--- src/rtl/dbt_pkg.sv ---
package dbt_pkg;
  localparam int DATA_W  = 64;
  localparam int NUM_PAT = 12;
  localparam int IDX_W   = 4;
  localparam logic [DATA_W-1:0] DECOY_WORD = 64'h0123_4567_89AB_CDEF;

  typedef enum logic [2:0] {
    ST_IDLE, ST_WR_PAT, ST_WR_DECOY, ST_RD_REQ, ST_RD_WAIT, ST_FINISH
  } ctrlState_t;

  typedef struct packed {
    logic clearRun;
    logic captureRd;
    logic advance;
  } dpCtrl_t;

  // Group pattern: bit b follows bit 'sel' of b; upper half inverted, mirrored order.
  function automatic logic [DATA_W-1:0] patternAt(input logic [IDX_W-1:0] idx);
    logic [DATA_W-1:0] p;
    logic [2:0] sel;
    logic [7:0] bitPos;
    logic inv;
    inv = (idx > 4'd5);
    sel = inv ? 3'(4'd11 - idx) : idx[2:0];
    for (int b = 0; b < DATA_W; b++) begin
      bitPos = 8'(b);
      p[b] = bitPos[sel];
    end
    return inv ? ~p : p;
  endfunction
endpackage

--- src/rtl/dbt_ctrl.sv ---
module dbt_ctrl
  import dbt_pkg::*;
(
  input  logic    clk,
  input  logic    rstN,
  input  logic    start,
  input  logic    memReady,
  input  logic    memRdValid,
  input  logic    lastPat,
  output dpCtrl_t strobes,
  output logic    memReq,
  output logic    memWe,
  output logic    selDecoy,
  output logic    done
);
  ctrlState_t state, stateNext;

  always_ff @(posedge clk or negedge rstN) begin
    if (!rstN) state <= ST_IDLE;
    else       state <= stateNext;
  end

  always_comb begin
    stateNext = state;
    strobes   = '0;
    memReq    = 1'b0;
    memWe     = 1'b0;
    selDecoy  = 1'b0;
    done      = 1'b0;
    unique case (state)
      ST_IDLE: begin
        if (start) begin
          strobes.clearRun = 1'b1;
          stateNext = ST_WR_PAT;
        end
      end
      ST_WR_PAT: begin
        memReq = 1'b1;
        memWe  = 1'b1;
        if (memReady) stateNext = ST_WR_DECOY;
      end
      ST_WR_DECOY: begin
        memReq   = 1'b1;
        memWe    = 1'b1;
        selDecoy = 1'b1;
        if (memReady) stateNext = ST_RD_REQ;
      end
      ST_RD_REQ: begin
        memReq = 1'b1;
        if (memReady) stateNext = ST_RD_WAIT;
      end
      ST_RD_WAIT: begin
        if (memRdValid) begin
          strobes.captureRd = 1'b1;
          if (lastPat) stateNext = ST_FINISH;
          else begin
            strobes.advance = 1'b1;
            stateNext = ST_WR_PAT;
          end
        end
      end
      ST_FINISH: begin
        done = 1'b1;
        stateNext = ST_IDLE;
      end
      default: stateNext = ST_IDLE;
    endcase
  end
endmodule

--- src/rtl/dbt_datapath.sv ---
module dbt_datapath
  import dbt_pkg::*;
#(
  parameter int ADDR_W = 8
) (
  input  logic              clk,
  input  logic              rstN,
  input  dpCtrl_t           strobes,
  input  logic              selDecoy,
  input  logic [ADDR_W-1:0] baseAddr,
  input  logic [DATA_W-1:0] memRdata,
  output logic [ADDR_W-1:0] memAddr,
  output logic [DATA_W-1:0] memWdata,
  output logic [ADDR_W-1:0] baseQ,
  output logic              lastPat,
  output logic              pass,
  output logic [IDX_W-1:0]  failIdx,
  output logic [DATA_W-1:0] failData
);
  logic [IDX_W-1:0]  idxQ;
  logic              failSeen;
  logic [DATA_W-1:0] curPat;
  logic              mismatch;

  assign curPat   = patternAt(idxQ);
  assign mismatch = (memRdata != curPat);
  assign lastPat  = (idxQ == IDX_W'(NUM_PAT - 1));
  assign memAddr  = selDecoy ? baseQ + ADDR_W'(1) : baseQ;
  assign memWdata = selDecoy ? DECOY_WORD : curPat;

  always_ff @(posedge clk or negedge rstN) begin
    if (!rstN) begin
      idxQ     <= '0;
      baseQ    <= '0;
      failSeen <= 1'b0;
      pass     <= 1'b0;
      failIdx  <= '0;
      failData <= '0;
    end else if (strobes.clearRun) begin
      idxQ     <= '0;
      baseQ    <= baseAddr;
      failSeen <= 1'b0;
      pass     <= 1'b0;
      failIdx  <= '0;
      failData <= '0;
    end else begin
      if (strobes.captureRd) begin
        if (mismatch && !failSeen) begin
          failSeen <= 1'b1;
          failIdx  <= idxQ;
          failData <= memRdata;
        end
        if (lastPat) pass <= !failSeen && !mismatch;
      end
      if (strobes.advance) idxQ <= idxQ + IDX_W'(1);
    end
  end
endmodule

--- src/rtl/dbus_line_tester.sv ---
module dbus_line_tester
  import dbt_pkg::*;
#(
  parameter int ADDR_W = 8
) (
  input  logic              clk,
  input  logic              rstN,
  input  logic              start,
  input  logic [ADDR_W-1:0] baseAddr,
  output logic              done,
  output logic              pass,
  output logic [3:0]        failIdx,
  output logic [63:0]       failData,
  output logic              memReq,
  input  logic              memReady,
  output logic              memWe,
  output logic [ADDR_W-1:0] memAddr,
  output logic [63:0]       memWdata,
  input  logic              memRdValid,
  input  logic [63:0]       memRdata
);
  dpCtrl_t           strobes;
  logic              selDecoy;
  logic              lastPat;
  logic [ADDR_W-1:0] baseQ;

  dbt_ctrl ctrl_i (
    .clk(clk), .rstN(rstN), .start(start), .memReady(memReady),
    .memRdValid(memRdValid), .lastPat(lastPat), .strobes(strobes),
    .memReq(memReq), .memWe(memWe), .selDecoy(selDecoy), .done(done)
  );

  dbt_datapath #(.ADDR_W(ADDR_W)) dp_i (
    .clk(clk), .rstN(rstN), .strobes(strobes), .selDecoy(selDecoy),
    .baseAddr(baseAddr), .memRdata(memRdata), .memAddr(memAddr),
    .memWdata(memWdata), .baseQ(baseQ), .lastPat(lastPat), .pass(pass),
    .failIdx(failIdx), .failData(failData)
  );
endmodule

--- config.mk ---
export PLATFORM = sky130hd
export DESIGN_NAME = dbus_line_tester
export DESIGN_NICKNAME = d
export VERILOG_FILES = /design/src/rtl/dbt_pkg.sv /design/src/rtl/dbt_ctrl.sv /design/src/rtl/dbt_datapath.sv /design/src/rtl/dbus_line_tester.sv
export SDC_FILE = /design/constraint.sdc
export NUM_CORES = 1
export LEC_CHECK = 0
export BUFFER_PORTS_ARGS = -buffer_cell sky130_fd_sc_hd__buf_2
export CAP_MARGIN = 20
export CORE_MARGIN = 5
export CORE_UTILIZATION = 40
export CTS_BUF_LIST = sky130_fd_sc_hd__clkbuf_2 sky130_fd_sc_hd__clkbuf_4 sky130_fd_sc_hd__clkbuf_8
export CTS_CLUSTER_DIAMETER = 120
export CTS_CLUSTER_SIZE = 30
export DETAILED_ROUTE_END_ITERATION = 16
export PLACE_DENSITY = 0.64
export SYNTH_ARGS = -nofsm -noshare
export SYNTH_HDL_FRONTEND = slang
export SYNTH_SLANG_ARGS = --single-unit
--- constraint.sdc ---
create_clock -name clk -period 6.3 [get_ports clk]
set_clock_uncertainty 0.15 [all_clocks]
set_input_delay 0.315 -clock clk [delete_from_list [all_inputs] [get_ports clk]]
set_output_delay 0.315 -clock clk [all_outputs]
set_load 0.005 [all_outputs]
# --- Yosys cells after proc, flatten, opt, wreduce, memory -nomap -nowiden ---
# Memory sizes are Yosys's and may differ from the RTL's.
# Index checks and enable logic that the tools add are counted.
totals:
  reg_bits: 85
  mem_bits_ro: 512
  in_bits: 77
  n_memories: 64
op_classes:
  addsub: 3
  order_cmp: 2
  eq_ne: 12
  muxes: 98
  n_bitwise: 1
  n_reduce_logical: 14
memory_table:
  columns: ["name", "words", "word_bits", "rd", "rd_ports_with_merged_regs", "wr", "line", "text"]
  rows:
  - ["(no name shown)", 8, 1, 1, 0, 0, "dbt_pkg.sv:27", "p[b] = bitPos[sel];"]
  - ["(no name shown)", 8, 1, 1, 0, 0, "dbt_pkg.sv:27", null]
  - ["(no name shown)", 8, 1, 1, 0, 0, "dbt_pkg.sv:27", null]
  - ["(no name shown)", 8, 1, 1, 0, 0, "dbt_pkg.sv:27", null]
  - ["(no name shown)", 8, 1, 1, 0, 0, "dbt_pkg.sv:27", null]
  - ["(no name shown)", 8, 1, 1, 0, 0, "dbt_pkg.sv:27", null]
  - ["58 more memories", null, null, null, null, null, null, null]
ops:
  columns: ["cell", "n"]
  rows:
  - ["$mux 64", 5]
  - ["$mux 1", 77]
  - ["$ne 64x64->1", 1]
  - ["$not 64->64", 1]
  - ["$mux 3", 7]
  - ["$mux 4", 5]
  - ["$pmux 3 s5", 1]
  - ["$ne 2x2->1 const B", 5]
  - ["$add 8x1->8 const B", 1]
  - ["$mux 8", 1]
  - ["$reduce_bool 2->1", 4]
  - ["$eq 3x2->1 const B", 2]
  - ["$eq 3x3->1 const B", 2]
  - ["$reduce_and 5->1", 1]
  - ["$add 4x1->4 const B", 1]
  - ["$eq 4x4->1 const B", 1]
  - ["$gt 4x3->1 const B", 1]
  - ["$lt 3x4->1 const B", 1]
  - ["$mux 2", 2]
  - ["$reduce_and 2->1", 2]
  - ["$eq 3x1->1 const B", 1]
  - ["$logic_not 3->1", 1]
  - ["$reduce_or 3->1", 1]
  - ["$sub 2x3->3 const A", 1]
  - ["3 further kinds", 5]

# --- Longest topological paths before layout ---
depth:
  word_depth: 12
  mapped_depth: 23
  depth_no_buf: 16

# --- Cells and area by module ---
# Synthesis repeated with hierarchy kept, for this count alone.
unflattened:
  cells_unflattened: 887
  hier_area_um2: 7444.6
by_module_without_submodules:
  columns: ["module", "n_inst", "cells_each", "area_each_um2", "seq_area_each_um2"]
  rows:
  - ["dbt_datapath", 1, 860, 7173.1, 2052.0]
  - ["dbt_ctrl", 1, 27, 271.5, 75.1]

# --- Least setup slack after synthesis ---
# OpenSTA, ideal clock, no wires.
synth_path:
  path_type: "register -> register"
  from: "reg dp_i.idxQ[0]"
  to: "reg dp_i.failSeen"
  setup_ns: 0.118
  arrival_time_ns: 4.620
  setup_slack_ns: 1.411
  stages_incl_launch_ff: 23
  n_path_buf: 6
  synth_period_minus_slack_ns: 4.889
  path_cell_list: "dfrtp_1 buf_4 clkinv_1 clkbuf_1 ha_1 or3b_1 nand2_1 buf_2 nand2_1 o21ai_0 inv_1 ha_1 xnor2_1 nor2_1 nor4b_1 o2111ai_1 or4b_1 nor4_2 a21oi_1 buf_2 buf_6 buf_6 a21o_1"
synth_between:
  elab_chain_len: 10
synth_rtl:
  columns: ["item", "line", "text"]
  rows:
  - ["start, declared", "dbt_datapath.sv:20", "logic [IDX_W-1:0] idxQ;"]
  - ["start signal, assigned", "dbt_datapath.sv:55", "if (strobes.advance) idxQ <= idxQ + IDX_W'(1);"]
  - ["$gt 4x3->1 / $sub 2x3->3 (equally long branches)", "dbt_pkg.sv:23, dbt_pkg.sv:24", null]
  - ["$mux 3", "dbt_pkg.sv:24", "sel = inv ? 3'(4'd11 - idx) : idx[2:0];"]
  - ["$mem_v2 8x1", null, null]
  - ["$mux 1 (not written as such)", "dbt_pkg.sv:27", null]
  - ["$not 64->64", "dbt_pkg.sv:29", "return inv ? ~p : p;"]
  - ["$mux 64 (*)", "dbt_pkg.sv:29", null]
  - ["$ne 64x64->1 (*)", "dbt_datapath.sv:26", "assign mismatch = (memRdata != curPat);"]
  - ["$logic_and 1x1->1 (*)", "dbt_datapath.sv:48", "if (mismatch && !failSeen) begin"]
  - ["$reduce_bool 2->1 (no source line) (*)", null, null]
  - ["$reduce_and 2->1 (no source line) (*)", null, null]
  - ["end signal, assigned", "dbt_datapath.sv:35", "failSeen <= 1'b0;"]
  - ["end signal, assigned", "dbt_datapath.sv:42", "failSeen <= 1'b0;"]
  - ["end signal, assigned", "dbt_datapath.sv:49", "failSeen <= 1'b1;"]
  - ["end, declared", "dbt_datapath.sv:21", "logic failSeen;"]
# Mark *: on every way between the ends. The rest lies on a longest branch, timed or not. The select of a mux whose other input is x is not followed.
# A chain may end at the register's enable or synchronous reset.

# --- Worst setup path after layout ---
layout_path:
  from: "reg dp_i.idxQ[1]"
  to: "reg dp_i.failData[32]"
layout_between:
  elab_chain_len: 10
layout_rtl:
  columns: ["item", "line", "text"]
  rows:
  - ["$gt 4x3->1 / $sub 2x3->3 (equally long branches)", "dbt_pkg.sv:23, dbt_pkg.sv:24", null]
  - ["$mux 3", "dbt_pkg.sv:24", null]
  - ["$mem_v2 8x1", null, null]
  - ["$mux 1 (not written as such)", "dbt_pkg.sv:27", null]
  - ["$not 64->64", "dbt_pkg.sv:29", null]
  - ["$mux 64 (*)", "dbt_pkg.sv:29", null]
  - ["$ne 64x64->1 (*)", "dbt_datapath.sv:26", null]
  - ["$logic_and 1x1->1 (*)", "dbt_datapath.sv:48", null]
  - ["$reduce_bool 2->1 (no source line) (*)", null, null]
  - ["$reduce_and 2->1 (no source line) (*)", null, null]
  - ["end signal, assigned", "dbt_datapath.sv:51", "failData <= memRdata;"]
  - ["end, declared", "dbt_datapath.sv:18", "output logic [DATA_W-1:0] failData"]
# Marks and branches as above.

==> impl_results.html <==
<table>
<tr><th>Metric</th><th>Value</th></tr>
<tr><th colspan="2">Die</th></tr>
<tr><td>Die width</td><td>140 um</td></tr>
<tr><td>Count of pins on the block boundary</td><td>221</td></tr>
<tr><td>Floorplan row count</td><td>47</td></tr>
<tr><td>Initial Util</td><td>0.409</td></tr>
<tr><td>Die Y</td><td>140 um</td></tr>
<tr><td>Die Area</td><td>0.0197 sq mm</td></tr>
<tr><td>Core box area</td><td>0.0166 sq mm</td></tr>
<tr><th colspan="2">Synth</th></tr>
<tr><td>Yosys cell types</td><td>68</td></tr>
<tr><td>Async set or reset register ratio after synthesis</td><td>1.00</td></tr>
<tr><td>Share of the yosys chip area belonging to registers</td><td>0.313</td></tr>
<tr><td>Ys flop type</td><td>dfrtp_1</td></tr>
<tr><td>Post-synth top area share</td><td>0.313</td></tr>
<tr><td>Number of flops mapped to enable cells by yosys</td><td>0</td></tr>
<tr><td>YS warnings</td><td>0</td></tr>
<tr><td>Total of flip-flops plus latches after synthesis</td><td>85</td></tr>
<tr><td>Synth cell count leaders</td><td>nand2_1, dfrtp_1, mux2i_1, inv_1, nor2_1</td></tr>
<tr><td>Synthesized Nets</td><td>952</td></tr>
<tr><td>Synthesized instance count</td><td>862</td></tr>
<tr><td>Cell type with the highest aggregate area in the netlist</td><td>dfrtp_1</td></tr>
<tr><td>Cell area after technology mapping</td><td>0.00680 sq mm</td></tr>
<tr><td>Synthesized area per cell</td><td>7.89 sq um</td></tr>
<tr><td>Most instantiated library cell after synthesis</td><td>nand2_1</td></tr>
<tr><td>Main area contributors after synthesis</td><td>dfrtp_1, mux2i_1, nand2_1, xnor2_1, inv_1</td></tr>
<tr><th colspan="2">Timing</th></tr>
<tr><td>Final period utilization</td><td>0.844</td></tr>
<tr><td>Accumulated negative setup slack</td><td>0 ps</td></tr>
<tr><td>Final worst slack</td><td>981 ps</td></tr>
<tr><td>Final count of hold timing violations</td><td>0</td></tr>
<tr><td>Max_slew headroom</td><td>0.364</td></tr>
<tr><td>Transition at the pin with the smallest max-transition slack</td><td>955 ps</td></tr>
<tr><td>Min Clock Period, post-route</td><td>5320 ps</td></tr>
<tr><td>Max-slew violation count</td><td>0</td></tr>
<tr><td>Setup violations, final</td><td>0</td></tr>
<tr><td>Maximum frequency from static timing analysis</td><td>0.188 GHz</td></tr>
<tr><td>Tightest hold margin</td><td>37.6 ps</td></tr>
<tr><td>RSZ-0062 raised after global routing</td><td>no</td></tr>
<tr><th colspan="2">GRT</th></tr>
<tr><td>Via count of the first global-routing pass</td><td>6941</td></tr>
<tr><td>All-layer global routing usage</td><td>0.264</td></tr>
<tr><td>Largest net degree at the start of global routing</td><td>79</td></tr>
<tr><td>Gr ovfl total</td><td>0</td></tr>
<tr><td>Wire length of the first global-routing pass</td><td>40800 um</td></tr>
<tr><td>Antenna violations before repair</td><td>0</td></tr>
<tr><th colspan="2">Worst setup path</th></tr>
<tr><td>Critical path capture point type</td><td>flop</td></tr>
<tr><td>Data arrival time of the critical path</td><td>5420 ps</td></tr>
<tr><td>Critical path type</td><td>reg -&gt; reg</td></tr>
<tr><td>Endpoint required time on the critical path</td><td>6400 ps</td></tr>
<tr><td>Maximum fanout encountered on the critical timing path</td><td>45</td></tr>
<tr><td>Type of origin of the critical path</td><td>flop</td></tr>
<tr><th colspan="2">Run status</th></tr>
<tr><td>Status</td><td>finished clean</td></tr>
<tr><th colspan="2">Clock tree</th></tr>
<tr><td>TritonCTS clock tree</td><td>done</td></tr>
<tr><td>Clk root buf</td><td>clkbuf_8</td></tr>
<tr><td>Clock H-tree levels</td><td>3</td></tr>
<tr><td>Insertion delay of the later-clocked pin in the worst-skew pair</td><td>380 ps</td></tr>
<tr><td>CTS clock-pin slew for the worst setup and hold paths</td><td>90 ps</td></tr>
<tr><td>CTS sink cnt</td><td>85</td></tr>
<tr><td>TritonCTS buffer count</td><td>9</td></tr>
<tr><td>Max clock buf depth</td><td>2</td></tr>
<tr><td>Post-CTS Setup Bufs</td><td>0</td></tr>
<tr><th colspan="2">Power and ir drop</th></tr>
<tr><td>Worst IR Drop VDD</td><td>0.272 mV</td></tr>
<tr><td>Pwr/cell area</td><td>359 mW/mm^2</td></tr>
<tr><td>Reported leakage power</td><td>0.00407 uW</td></tr>
<tr><th colspan="2">Route</th></tr>
<tr><td>Wire length reported by the detailed router</td><td>26700 um</td></tr>
<tr><td>Number of vias per cell after detailed routing</td><td>5.68</td></tr>
<tr><td>Via Count</td><td>7264</td></tr>
<tr><td>Starting DRC count in detailed routing</td><td>742</td></tr>
<tr><td>Number of iterations in the first detailed-routing pass</td><td>5</td></tr>
<tr><td>Wire length per cell after detailed routing</td><td>20.9 um</td></tr>
<tr><td>Final ANT Viol Nets</td><td>0</td></tr>
<tr><td>Remaining design rule violation count</td><td>0</td></tr>
<tr><th colspan="2">Finish</th></tr>
<tr><td>Share of final-layout standard cells stronger than drive strength 1</td><td>0.255</td></tr>
<tr><td>Final cell count without fillers</td><td>1279</td></tr>
<tr><td>Core occupancy in the finished layout</td><td>0.503</td></tr>
<tr><td>Signed area change from the synthesized netlist to the final layout</td><td>23.0%</td></tr>
<tr><td>Area taken by multi-input logic gates</td><td>0.00409 sq mm</td></tr>
<tr><td>Number of fillers in the final layout</td><td>1682</td></tr>
<tr><td>Number of nets at the end of the flow</td><td>1145</td></tr>
<tr><td>Area taken by flip-flops and latches</td><td>0.00213 sq mm</td></tr>
<tr><td>Diodes inserted</td><td>0</td></tr>
<tr><th colspan="2">Placed design</th></tr>
<tr><td>Placer congestion estimate</td><td>0.968</td></tr>
<tr><td>Detailed-placement wirelength estimate</td><td>19500 um</td></tr>
<tr><td>Placed cell count</td><td>1253</td></tr>
<tr><td>Setup WS pre-CTS</td><td>1220 ps</td></tr>
<tr><td>Quantity of I/O buffers inserted on ports</td><td>220</td></tr>
<tr><th colspan="2">Min path</th></tr>
<tr><td>Type of the worst min-delay path</td><td>in -&gt; reg</td></tr>
<tr><th colspan="2">Job</th></tr>
<tr><td>Number of max-cap violations</td><td>0</td></tr>
</table>
==> final timing paths <==
path,startpoint,to,slack (ps),depth (start not counted)
setup / recovery,dp_i.idxQ[1],dp_i.failData[32],980,18
hold reg to reg,dp_i.failSeen,dp_i.pass,350,1
setup reg to reg,dp_i.idxQ[1],dp_i.failData[32],980,18
max in group asynchronous,rstN,dp_i.failData[28],4690,3
hold / removal,memRdata[0],dp_i.failData[0],40,3
min in group asynchronous,rstN,dp_i.failData[45],270,2
==> placed cells by master (no fill, tap or decap), types with 11 or more instances in the layout <==
| master | netlist | final |
|---|---|---|
| buf_2 | 20 | 219 |
| nand2_1 | 142 | 142 |
| dfrtp_1 | 85 | 84 |
| mux2i_1 | 71 | 71 |
| inv_1 | 70 | 70 |
| nor2_1 | 59 | 59 |
| o21ai_0 | 44 | 44 |
| xnor2_1 | 41 | 41 |
| a21oi_1 | 36 | 35 |
| nand3_1 | 26 | 25 |
| buf_4 | 7 | 19 |
| nor3_1 | 17 | 16 |
| xor2_1 | 13 | 13 |
| ha_1 | 13 | 13 |
| nand4_1 | 12 | 12 |
| o211ai_1 | 11 | 11 |
| nand2b_1 | 11 | 11 |
==> flip-flops by register name, summed over array words and instances, names as in the netlist <==
register and flops:
dp_i.failSeen 1, dp_i.idxQ 4, dp_i.pass 1, ctrl_i.state 3, dp_i.baseQ 8, dp_i.failIdx 4, dp_i.failData 64
==> cells by family after synthesis <==
logic type / count (synthesis) / synth area share
flops: 85 / 0.313
fa+ha+maj: 16 / 0.0283
mux: 71 / 0.104
compound gates: 174 / 0.172
simple gates: 322 / 0.223
buf+inv: 140 / 0.0903
xor+xnor: 54 / 0.0695
==> power breakdown <==
part	switching (uW)	internal, uW	total [uW]
logic	1070	673	1750
clock network	223	228	450
registers	115	695	810
total	1410	1600	3010
==> routing by layer <==
metal | wire (um) | track usage | vias up
li1 | - | - | 3365
met1 | 11500 | 0.372 | 3443
met2 | 11800 | 0.407 | 413
met3 | 2880 | 0.0600 | 43
met4 | 513 | 0.0729 | 0
met5 | 0 | 0 | -
==> worst max-delay path: stages (launching register included) <==
cell and delay [ps]:
dfrtp_1 360, inv_1 40, buf_4 210, ha_1 290, or3b_1 500, nand2_1 160
nand2_1 60, o21ai_0 350, ha_1 330, xor2_1 220, nand2_1 70, or4_1 490
a21oi_1 180, nand4_1 140, nor4_1 640, a21oi_4 300, buf_16 250, buf_12 190
mux2i_1 180
==> per-stage QoR <==
| stage | total power, uW | area [sq um] |
|---|---|---|
| floorplan | 1810 | 6800 |
| global placement | 2520 | 8020 |
| detailed placement | 2540 | 8020 |
| CTS | 3000 | 8340 |
| global route | 3210 | 8370 |
| finish | 3010 | 8370 |
==> layout make-up <==
class / count / area share
timing repair buffer: 250 / 0.166
sequential: 85 / 0.254
inverter: 72 / 0.0323
clock inverter: 5 / 0.0102
clock buffer: 10 / 0.0157
tap: 220 / 0.0329
multi-input combinational: 637 / 0.489
==> repair_timing <==
action | CTS | global route
hold endpoints to repair | 47 | 0
hold buffers | 10 | 0
gates resized for setup | 0 | 0
No activity file was read; power rests on OpenSTA's default activity.
